[src/rtl/tseu_pkg.sv]
package tseu_pkg;
   // Event register bit positions (software decodes these)
   localparam int EV_TRIG_LSB   = 24;
   localparam int EV_ALARM_LSB  = 16;
   localparam int EV_PULSE_MSB  = 7;
   // Control register bit positions
   localparam int CTRL_EDGE_LSB = 8;
   localparam int CTRL_APOL_MSB = 31;
   // Word addresses; alarms and captures follow in pairs
   localparam int REG_CTRL       = 0;
   localparam int REG_EVENT      = 1;
   localparam int REG_MASK       = 2;
   localparam int REG_ALARM_BASE = 3;

   function automatic logic [31:0] event_bits(input int n_trig, input int n_alarm,
                                              input int n_pulse);
      logic [31:0] m;
      m = '0;
      for (int i = 0; i < n_trig; i++)  m[EV_TRIG_LSB + i]  = 1'b1;
      for (int i = 0; i < n_alarm; i++) m[EV_ALARM_LSB + i] = 1'b1;
      for (int i = 0; i < n_pulse; i++) m[EV_PULSE_MSB - i] = 1'b1;
      return m;
   endfunction

   function automatic logic [31:0] ctrl_bits(input int n_trig, input int n_alarm);
      logic [31:0] m;
      m = '0;
      for (int i = 0; i < n_trig; i++)  m[CTRL_EDGE_LSB + i] = 1'b1;
      for (int i = 0; i < n_alarm; i++) m[CTRL_APOL_MSB - i] = 1'b1;
      return m;
   endfunction
endpackage

[src/rtl/tseu_trig_capture.sv]
module tseu_trig_capture #(
   parameter int TIME_W      = 64,
   parameter int SYNC_STAGES = 2
) (
   input  logic              clk,
   input  logic              rst_n,
   input  logic              trig_async,
   input  logic              fall_sel,
   input  logic [TIME_W-1:0] time_now,
   output logic              cap_stb,
   output logic [TIME_W-1:0] cap_val
);
   generate
      if (SYNC_STAGES < 2) begin : g_bad_sync
         $error("tseu_trig_capture: SYNC_STAGES must be at least 2");
      end
   endgenerate

   logic [SYNC_STAGES-1:0] sync_q;
   logic                   prev_q;
   logic                   lvl;

   assign lvl = sync_q[SYNC_STAGES-1];

   always_ff @(posedge clk or negedge rst_n) begin
      if (!rst_n) begin
         sync_q <= '0;
         prev_q <= 1'b0;
      end else begin
         sync_q <= {sync_q[SYNC_STAGES-2:0], trig_async};
         prev_q <= lvl;
      end
   end

   assign cap_stb = fall_sel ? (prev_q & ~lvl) : (lvl & ~prev_q);

   always_ff @(posedge clk or negedge rst_n) begin
      if (!rst_n)       cap_val <= '0;
      else if (cap_stb) cap_val <= time_now;
   end


   edge_gap_chk: assert property (@(posedge clk) disable iff (!rst_n)
      cap_stb |=> !cap_stb);

   edge_dir_chk: assert property (@(posedge clk) disable iff (!rst_n)
      cap_stb |=> (prev_q != $past(fall_sel)));

   cap_load_chk: assert property (@(posedge clk) disable iff (!rst_n)
      cap_stb |=> (cap_val == $past(time_now)));
endmodule

[src/rtl/tseu_alarm_cmp.sv]
module tseu_alarm_cmp #(
   parameter int TIME_W = 64,
   parameter int BUS_W  = 32
) (
   input  logic              clk,
   input  logic              rst_n,
   input  logic              wr_lo,
   input  logic              wr_hi,
   input  logic [BUS_W-1:0]  wdata,
   input  logic [TIME_W-1:0] time_now,
   output logic              hit,
   output logic [TIME_W-1:0] alarm_val
);
   generate
      if (TIME_W != 2 * BUS_W) begin : g_bad_width
         $error("tseu_alarm_cmp: TIME_W must be twice BUS_W");
      end
   endgenerate

   logic [BUS_W-1:0]  lo_stage_q;
   logic [TIME_W-1:0] alarm_q;
   logic              armed_q;

   always_ff @(posedge clk or negedge rst_n) begin
      if (!rst_n)     lo_stage_q <= '0;
      else if (wr_lo) lo_stage_q <= wdata;
   end

   always_ff @(posedge clk or negedge rst_n) begin
      if (!rst_n) begin
         alarm_q <= '0;
         armed_q <= 1'b0;
      end else if (wr_hi) begin
         alarm_q <= {wdata, lo_stage_q};
         armed_q <= 1'b1;
      end else if (hit) begin
         armed_q <= 1'b0;
      end
   end

   assign hit       = armed_q && (time_now == alarm_q);
   assign alarm_val = alarm_q;


   lo_hold_chk: assert property (@(posedge clk) disable iff (!rst_n)
      (wr_lo && !wr_hi) |=> $stable(alarm_q));

   one_shot_chk: assert property (@(posedge clk) disable iff (!rst_n)
      (hit && !wr_hi) |=> !hit);

   commit_chk: assert property (@(posedge clk) disable iff (!rst_n)
      wr_hi |=> (alarm_q[TIME_W-1:BUS_W] == $past(wdata)));
endmodule

[src/rtl/tseu_event_bank.sv]
module tseu_event_bank #(
   parameter int               BUS_W = 32,
   parameter logic [BUS_W-1:0] VALID = '1
) (
   input  logic             clk,
   input  logic             rst_n,
   input  logic [BUS_W-1:0] ev_set,
   input  logic             ev_wr,
   input  logic             mask_wr,
   input  logic [BUS_W-1:0] wdata,
   output logic [BUS_W-1:0] ev_q,
   output logic [BUS_W-1:0] mask_q,
   output logic             irq
);
   logic [BUS_W-1:0] clr;

   assign clr = ev_wr ? (wdata & VALID) : '0;

   always_ff @(posedge clk or negedge rst_n) begin
      if (!rst_n) begin
         ev_q   <= '0;
         mask_q <= '0;
      end else begin
         ev_q <= ((ev_q & ~clr) | ev_set) & VALID;
         if (mask_wr) mask_q <= wdata & VALID;
      end
   end

   assign irq = |(ev_q & mask_q);


   clr_only_chk: assert property (@(posedge clk) disable iff (!rst_n)
      ((clr & ~ev_set) != '0) |=> ((ev_q & $past(clr & ~ev_set)) == '0));

   sticky_set_chk: assert property (@(posedge clk) disable iff (!rst_n)
      ((ev_set & VALID) != '0) |=> ((ev_q & $past(ev_set & VALID)) == $past(ev_set & VALID)));

   irq_src_chk: assert property (@(posedge clk) disable iff (!rst_n)
      (!$past(irq) && irq) |-> ($past(ev_set) != '0 || $past(mask_wr)));
endmodule

[src/rtl/ts_event_unit.sv]
module ts_event_unit
   import tseu_pkg::*;
#(
   parameter int TIME_W      = 64,
   parameter int BUS_W       = 32,
   parameter int ADDR_W      = 4,
   parameter int N_TRIG      = 2,
   parameter int N_ALARM     = 2,
   parameter int N_PULSE     = 3,
   parameter int SYNC_STAGES = 2
) (
   input  logic               clk,
   input  logic               rst_n,
   input  logic [TIME_W-1:0]  time_now,
   input  logic [N_TRIG-1:0]  trig_in,
   input  logic [N_PULSE-1:0] pulse_in,
   input  logic               reg_wen,
   input  logic [ADDR_W-1:0]  reg_addr,
   input  logic [BUS_W-1:0]   reg_wdata,
   output logic [BUS_W-1:0]   reg_rdata,
   output logic [N_ALARM-1:0] alarm_out,
   output logic               irq
);
   localparam int          CAP_BASE   = REG_ALARM_BASE + 2 * N_ALARM;
   localparam int          LAST_ADDR  = CAP_BASE + 2 * N_TRIG - 1;
   localparam logic [31:0] EV_VALID   = event_bits(N_TRIG, N_ALARM, N_PULSE);
   localparam logic [31:0] CTRL_VALID = ctrl_bits(N_TRIG, N_ALARM);

   generate
      if (BUS_W != 32) begin : g_bad_bus
         $error("ts_event_unit: BUS_W must be 32");
      end
      if (TIME_W != 2 * BUS_W) begin : g_bad_time
         $error("ts_event_unit: TIME_W must be twice BUS_W");
      end
      if (N_TRIG < 1 || N_TRIG > 8 || N_ALARM < 1 || N_ALARM > 8) begin : g_bad_count
         $error("ts_event_unit: trigger and alarm counts must be 1..8");
      end
      if (N_PULSE < 1 || N_PULSE > 8) begin : g_bad_pulse
         $error("ts_event_unit: pulse count must be 1..8");
      end
      if (LAST_ADDR >= (1 << ADDR_W)) begin : g_bad_addr
         $error("ts_event_unit: ADDR_W too narrow for the register map");
      end
   endgenerate

   logic [BUS_W-1:0]   ctrl_q;
   logic [BUS_W-1:0]   ev_set;
   logic [BUS_W-1:0]   ev_q;
   logic [BUS_W-1:0]   mask_q;
   logic               wr_ctrl;
   logic               wr_event;
   logic               wr_mask;
   logic [N_ALARM-1:0] hit;
   logic [N_ALARM-1:0] alarm_hit_q;
   logic [TIME_W-1:0]  alarm_val [N_ALARM];
   logic [N_TRIG-1:0]  cap_stb;
   logic [TIME_W-1:0]  cap_val [N_TRIG];

   assign wr_ctrl  = reg_wen && (reg_addr == ADDR_W'(REG_CTRL));
   assign wr_event = reg_wen && (reg_addr == ADDR_W'(REG_EVENT));
   assign wr_mask  = reg_wen && (reg_addr == ADDR_W'(REG_MASK));

   always_ff @(posedge clk or negedge rst_n) begin
      if (!rst_n)       ctrl_q <= '0;
      else if (wr_ctrl) ctrl_q <= reg_wdata & CTRL_VALID;
   end

   // Alarm comparators and their polarity-controlled outputs
   generate
      for (genvar a = 0; a < N_ALARM; a++) begin : g_alarm
         localparam int LO_ADDR = REG_ALARM_BASE + 2 * a;
         logic wr_lo;
         logic wr_hi;

         assign wr_lo = reg_wen && (reg_addr == ADDR_W'(LO_ADDR));
         assign wr_hi = reg_wen && (reg_addr == ADDR_W'(LO_ADDR + 1));

         tseu_alarm_cmp #(
            .TIME_W (TIME_W),
            .BUS_W  (BUS_W)
         ) u_cmp (
            .clk       (clk),
            .rst_n     (rst_n),
            .wr_lo     (wr_lo),
            .wr_hi     (wr_hi),
            .wdata     (reg_wdata),
            .time_now  (time_now),
            .hit       (hit[a]),
            .alarm_val (alarm_val[a])
         );

         always_ff @(posedge clk or negedge rst_n) begin
            if (!rst_n) alarm_hit_q[a] <= 1'b0;
            else        alarm_hit_q[a] <= hit[a];
         end

         assign alarm_out[a] = alarm_hit_q[a] ^ ctrl_q[CTRL_APOL_MSB - a];


         alarm_pol_chk: assert property (@(posedge clk) disable iff (!rst_n)
            (hit[a] && !wr_ctrl) |=> (alarm_out[a] != ctrl_q[CTRL_APOL_MSB - a]));
      end
   endgenerate

   // External trigger capture channels
   generate
      for (genvar t = 0; t < N_TRIG; t++) begin : g_trig
         tseu_trig_capture #(
            .TIME_W      (TIME_W),
            .SYNC_STAGES (SYNC_STAGES)
         ) u_cap (
            .clk        (clk),
            .rst_n      (rst_n),
            .trig_async (trig_in[t]),
            .fall_sel   (ctrl_q[CTRL_EDGE_LSB + t]),
            .time_now   (time_now),
            .cap_stb    (cap_stb[t]),
            .cap_val    (cap_val[t])
         );
      end
   endgenerate

   always_comb begin
      ev_set = '0;
      for (int t = 0; t < N_TRIG; t++)  ev_set[EV_TRIG_LSB + t]  = cap_stb[t];
      for (int a = 0; a < N_ALARM; a++) ev_set[EV_ALARM_LSB + a] = hit[a];
      for (int p = 0; p < N_PULSE; p++) ev_set[EV_PULSE_MSB - p] = pulse_in[p];
   end

   tseu_event_bank #(
      .BUS_W (BUS_W),
      .VALID (EV_VALID)
   ) u_events (
      .clk     (clk),
      .rst_n   (rst_n),
      .ev_set  (ev_set),
      .ev_wr   (wr_event),
      .mask_wr (wr_mask),
      .wdata   (reg_wdata),
      .ev_q    (ev_q),
      .mask_q  (mask_q),
      .irq     (irq)
   );

   always_comb begin
      reg_rdata = '0;
      if (reg_addr == ADDR_W'(REG_CTRL))  reg_rdata = ctrl_q;
      if (reg_addr == ADDR_W'(REG_EVENT)) reg_rdata = ev_q;
      if (reg_addr == ADDR_W'(REG_MASK))  reg_rdata = mask_q;
      for (int a = 0; a < N_ALARM; a++) begin
         if (reg_addr == ADDR_W'(REG_ALARM_BASE + 2 * a))
            reg_rdata = alarm_val[a][BUS_W-1:0];
         if (reg_addr == ADDR_W'(REG_ALARM_BASE + 2 * a + 1))
            reg_rdata = alarm_val[a][TIME_W-1:BUS_W];
      end
      for (int t = 0; t < N_TRIG; t++) begin
         if (reg_addr == ADDR_W'(CAP_BASE + 2 * t))
            reg_rdata = cap_val[t][TIME_W-1:BUS_W];
         if (reg_addr == ADDR_W'(CAP_BASE + 2 * t + 1))
            reg_rdata = cap_val[t][BUS_W-1:0];
      end
   end


   trig_event_chk: assert property (@(posedge clk) disable iff (!rst_n)
      (cap_stb[0] && !wr_event) |=> ev_q[EV_TRIG_LSB]);
endmodule

[config.mk]
export PLATFORM = sky130hd
export DESIGN_NAME = ts_event_unit
export DESIGN_NICKNAME = d
export VERILOG_FILES = /design/src/rtl/tseu_pkg.sv /design/src/rtl/tseu_trig_capture.sv /design/src/rtl/tseu_alarm_cmp.sv /design/src/rtl/tseu_event_bank.sv /design/src/rtl/ts_event_unit.sv
export SDC_FILE = /design/constraint.sdc
export NUM_CORES = 1
export LEC_CHECK = 0
export ABC_CLOCK_PERIOD_IN_PS = 2200
export BUFFER_PORTS_ARGS = -buffer_cell sky130_fd_sc_hd__buf_4
export CAP_MARGIN = 10
export CORE_MARGIN = 5
export CORE_UTILIZATION = 55
export DETAILED_ROUTE_END_ITERATION = 12
export HOLD_SLACK_MARGIN = 0.1
export PLACE_DENSITY = 0.72
export SYNTH_ARGS = -nofsm -noshare
export SYNTH_HDL_FRONTEND = slang
export SYNTH_SLANG_ARGS = --single-unit
[constraint.sdc]
create_clock -name clk -period 2.2 [get_ports clk]
set_clock_uncertainty 0.05 [all_clocks]
set_input_delay 0.11 -clock clk [delete_from_list [all_inputs] [get_ports clk]]
set_output_delay 0.11 -clock clk [all_outputs]
set_load 0.01 [all_outputs]
### Word-level counts from Yosys, hierarchy flattened

Cells that the tools add are included.

* input bits: 108
* bits in latches: 0
* memory bits (writable): 0
* memories kept: 0
* logic and storage cells: 74
* output and inout port bits: 35
* ROM bits: 0
* bits in registers: 348

* shift-type cells: 0
* divide/modulo/power cells: 0
* $mul: 0
* bitwise operators: 14
* $add $sub $neg: 0
* order comparisons: 0
* reductions and logical operators: 13
* equality and inequality tests: 12
* multiplexer cells: 18

Operators by type and width (count)
* $mux 32: 11
* $eq 64x64->1: 2
* $and 26x26->26: 2
* $reduce_or 32->1: 1
* $mux 26: 1
* $not 26->26: 1
* $or 26x26->26: 1
* $eq 4x3->1 const B: 4
* $eq 4x4->1 const B: 3
* $logic_and 1x1->1: 9
* $eq 4x2->1 const B: 2
* $mux 1: 6
* $and 1x1->1: 4
* $eq 4x1->1 const B: 1
* $logic_not 4->1: 1
* $not 1->1: 4
* $reduce_bool 2->1: 2
* $xor 1x1->1: 2

### Logic depth before layout (Yosys ltp)

* depth in word-level cells: 12
* depth in mapped cells: 9
* gate-level depth less buffers: 5

### Hierarchy

From an unflattened synthesis, not the netlist that was laid out.

* cell total of the unflattened synthesis: 2405
* area, all modules: 23485.0 µm²

By module, submodules not included
* tseu_trig_capture: area each 4949.7 µm², sequential area each 1676.6 µm², cells each 588, times used 2
* tseu_alarm_cmp: area each 4275.4 µm², sequential area each 2427.3 µm², cells each 292, times used 2
* ts_event_unit: area each 4080.2 µm², sequential area each 150.1 µm², cells each 554, times used 1
* tseu_event_bank: area each 954.7 µm², sequential area each 350.3 µm², cells each 91, times used 1

### Worst setup path after synthesis

No wires, ideal clock.

* kind: register to register
* start point: reg g_alarm[0].u_cmp.alarm_q[14]
* end point: reg u_events.ev_q[16]
* library setup time: 65 ps
* stages on the path, launching flop included: 6
* path buffers: 0
* path slack: 644 ps
* data arrival time: 1441 ps
* required time: 2085 ps
* period minus slack after synthesis: 1556 ps
* cell sequence: dfrtp_1 > xor2_1 > nor4_1 > nand4_1 > nor4_1 > a22o_1

* longest elaborated chain between the ends: 3

RTL lines
* from (decl): line tseu_alarm_cmp.sv:21 `logic [TIME_W-1:0] alarm_q;`
* from (signal assigned): line tseu_alarm_cmp.sv:34 `alarm_q <= {wdata, lo_stage_q};`
* $eq 64x64->1: line tseu_alarm_cmp.sv:41 `assign hit = armed_q && (time_now == alarm_q);`
* $logic_and 1x1->1: line tseu_alarm_cmp.sv:41
* $or 26x26->26: line tseu_event_bank.sv:24 `ev_q <= ((ev_q & ~clr) | ev_set) & VALID;`
* to (signal assigned): line tseu_event_bank.sv:24
* to (decl): line tseu_event_bank.sv:11 `output logic [BUS_W-1:0] ev_q,`

Every way passes these cells.
A chain may end at the register's enable or synchronous reset.

### Worst setup path in the final report

* start point: reg g_alarm[0].u_cmp.alarm_q[39]
* end point: out reg_rdata[7]

* longest elaborated chain between the ends: 7

RTL lines
* $mux 32: line ts_event_unit.sv:154 `if (reg_addr == ADDR_W'(REG_ALARM_BASE + 2 * a + 1))`
* $mux 32: line ts_event_unit.sv:152 `if (reg_addr == ADDR_W'(REG_ALARM_BASE + 2 * a))`
* $mux 32: line ts_event_unit.sv:154
* $mux 32: line ts_event_unit.sv:158 `if (reg_addr == ADDR_W'(CAP_BASE + 2 * t))`
* $mux 32: line ts_event_unit.sv:160 `if (reg_addr == ADDR_W'(CAP_BASE + 2 * t + 1))`
* $mux 32: line ts_event_unit.sv:158
* $mux 32: line ts_event_unit.sv:160
* to (decl): line ts_event_unit.sv:20 `output logic [BUS_W-1:0] reg_rdata,`

Every way passes these cells.

==> summary.txt <==
Status
  – Status: finished, violations left
  – Failing checks: negative setup slack

STA
  – Max Slew Vio Count: 0
  – Fin worst setup slack: -0.00608 ns
  – Final hold viol count: 0
  – Period utilization: 100%
  – Unrepaired setup endpoints after global routing: yes
  – Fmax: 0.453 GHz
  – Fin crit period: 2.21 ns
  – Worst Tran Pin Value: 0.699 ns
  – Setup Total Neg Slack: -0.00608 ns
  – Max_slew headroom: 53.2%
  – Setup-failing EPs final: 1

Placed design
  – PortBufs: 142
  – Worst slack at placement: -0.0395 ns
  – GPL Wtd Cong: 0.917
  – DP Area: 18500 sq um
  – Hpwl dp: 34.7 mm

Logic synthesis
  – Top-area cell type share of the netlist area: 52.1%
  – #FFs+latches synth: 348
  – YS warnings: 0
  – Number of enable flip-flop cells after synthesis: 0
  – Most frequent cell after synthesis: dfrtp_1
  – Synth Area per Inst: 13.0 sq um
  – Post-synth cell types: 55
  – Fraction of registers with async set/reset: 100%
  – Post-synthesis net count: 1390
  – Post-Synthesis Cell Area: 16700 sq um
  – Post-Syn Instances: 1282
  – Ys flop type: dfrtp_1
  – Post-synth top area cell: dfrtp_1
  – Register area share after synthesis: 52.1%
  – Most area-consuming cells after synthesis: dfrtp_1 52%, mux2_2 14%, xor2_1 6.8%
  – Top cells by count, synth: 348 x dfrtp_1, 204 x mux2_2, 130 x xor2_1

Worst setup path
  – Worst-path fanout max: 2
  – Startpoint Class: register
  – Crit Path Category: register to output port
  – Cell Chain, Critical Path: mux4_2 -> nand2_2 -> o21ai_2 -> a221oi_2 -> o21ai_1 -> buf_4
  – Crit path DAT: 2.05 ns
  – CP required: 2.04 ns
  – Crit. End Element: output port
  – Slowest CP cell: mux4_2
  – CP peak stage delay: 0.50 ns

Power and ir drop
  – Peak supply drop: 0.747 mV
  – Power Density: 972 nW/um^2
  – Leakage: 9.44 nW
  – Pwr Total: 20.3 mW

CTS
  – Clock transition at path regs: 0.07 ns
  – Largest buffer count on any clock path: 3
  – H-tree depth: 2
  – Clk_lat worst skew: 0.53 ns
  – CTS tree: built
  – TritonCTS Buffers: 38
  – Clock Tree Root: clkbuf_16
  – CTS Sinks: 348

Route
  – 1st-pass router iterations: 7
  – Initial drt markers: 846
  – Avg WL per Cell: 25.5 microns
  – Via Count: 12100
  – Final WL: 50.4 mm
  – Via/cell ratio: 6.14
  – DRC: 0
  – Post-route ant nets: 0

Cells and area
  – Final core utilization: 70.0%
  – Design area: 20900 sq um
  – P&R area growth vs syn: 24.8%
  – Fin nets: 1663
  – Share of cells above drive strength 1: 34.3%

GRT
  – Pin count of the biggest net entering global routing: 68
  – Initial antenna violation count: 2
  – Total grt overflow: 0
  – First-pass GRT wire length: 77.0 mm
  – Vias in the first global route: 12800
  – Overall Global Routing Usage: 29.8%

Die
  – Std-Cell Rows: 63
  – Starting Density: 56.1%
  – Total Die Area: 34000 sq um
  – Die span in y: 184 microns
  – I/O pin total: 143
  – Die Width: 184 microns
  – Core area: 29800 sq um

Hold path
  – Worst hold path type: input pin to async pin

Flow run
  – Max-Cap Viols: 0
==> area by class of cell <==
class                   instances  area (sq um)
clock inverters                11           133
fillers                      2075          8930
clock buffers                  57          1150
flip-flops and latches        348          8710
well taps                     390           488
inverters                       3          11.3
repair buffers                310          2790
diodes                          1          2.50
multi-input cells             854          7590
==> critical path: cells and delay by family (launching register included) <==
kind	cells	cell delay, ns
flops	1	0.39
buf+inv	1	0.15
compound gates	3	0.38
mux	1	0.50
simple gates	1	0.10
==> kinds of logic after synthesis <==
| family | Yosys count | share of synthesized area (%) |
|---|---|---|
| AOI/OAI and AO/OA | 223 | 8.75 |
| xor gates and xnor gates | 130 | 6.81 |
| buffers and inverters | 80 | 3.01 |
| DFF | 348 | 52.1 |
| muxes | 341 | 24.1 |
| and+or+nand+nor | 160 | 5.29 |
==> layout by cell type (no fill, tap or decap), types with 4 or more instances in the layout <==
cell / instances
nand4_1: 8
nor2b_1: 4
o22ai_1: 22
mux2i_1: 8
a32oi_1: 4
a22oi_1: 26
o21ai_1: 9
nor4_1: 32
clkinv_2: 5
o211ai_1: 19
nand2b_1: 8
clkbuf_16: 39
buf_4: 189
xor2_1: 130
nor2_1: 20
clkbuf_1: 7
and2_1: 4
buf_12: 15
o21ai_0: 31
nand2_1: 54
mux2_1: 79
a21o_1: 5
a31oi_1: 15
clkbuf_8: 11
mux2_4: 49
a21oi_1: 46
mux2_2: 204
o2bb2ai_1: 11
a221oi_1: 7
a22o_1: 4
o21a_1: 8
a221o_1: 6
dfrtp_1: 348
dlygate4sd3_1: 105
==> path summary, 6_finish.rpt <==
kind                                                 from                               to  cells after the start  slack [ns]
min                                                 rst_n  g_alarm[1].u_cmp.lo_stage_q[20]                      2        0.08
max in group asynchronous                           rst_n        g_trig[1].u_cap.sync_q[1]                      3        1.25
max                        g_alarm[0].u_cmp.alarm_val[39]                     reg_rdata[7]                      6      -0.006
max reg2reg                g_alarm[0].u_cmp.alarm_val[60]                   alarm_hit_q[0]                      6        0.07
min reg2reg                     g_trig[1].u_cap.sync_q[0]        g_trig[1].u_cap.sync_q[1]                      0        0.30
min in group clk                                  reg_wen         g_alarm[1].u_cmp.armed_q                      4        0.15
==> layer usage <==
layer | GRT usage [%] | share of wire [%]
met5 | 0 | 0.026
met4 | 13.0 | 5.0
met3 | 7.14 | 8.2
met2 | 46.8 | 46
met1 | 39.8 | 41
==> flip-flops by register name (all words and copies together), names as in the netlist, 4 cells and up <==
signal / flops
u_events.ev_q: 7
g_trig.u_cap.cap_val: 128
g_trig.u_cap.sync_q: 4
ctrl_q: 4
u_events.mask_q: 7
g_alarm.u_cmp.lo_stage_q: 64
g_alarm.u_cmp.alarm_val: 128
==> power by group <==
group	internal [mW]	total [mW]	leakage [nW]	switching [mW]
Clock	3.87	6.49	0.630	2.61
Sequential	8.11	9.30	4.21	1.20
Combinational	2.43	4.49	4.60	2.06
==> stage by stage <==
stage | std cells | hold WS, ns
detailed placement | 1797 | 0.0770
finish | 1974 | 0.0842
global placement | 1797 | 0.0760
floorplan | 1282 | -0.236
CTS | 1973 | 0.126
global route | 1974 | 0.140
==> what timing repair did <==
action                                 CTS  global route
setup endpoints to repair                4             2
endpoints found under the hold margin  624             0
resized for setup                        5             1
hold buffers                           105             0
buffers inserted                         3             0
pin swaps                                3             1
Power figures use the tool's default switching activity.
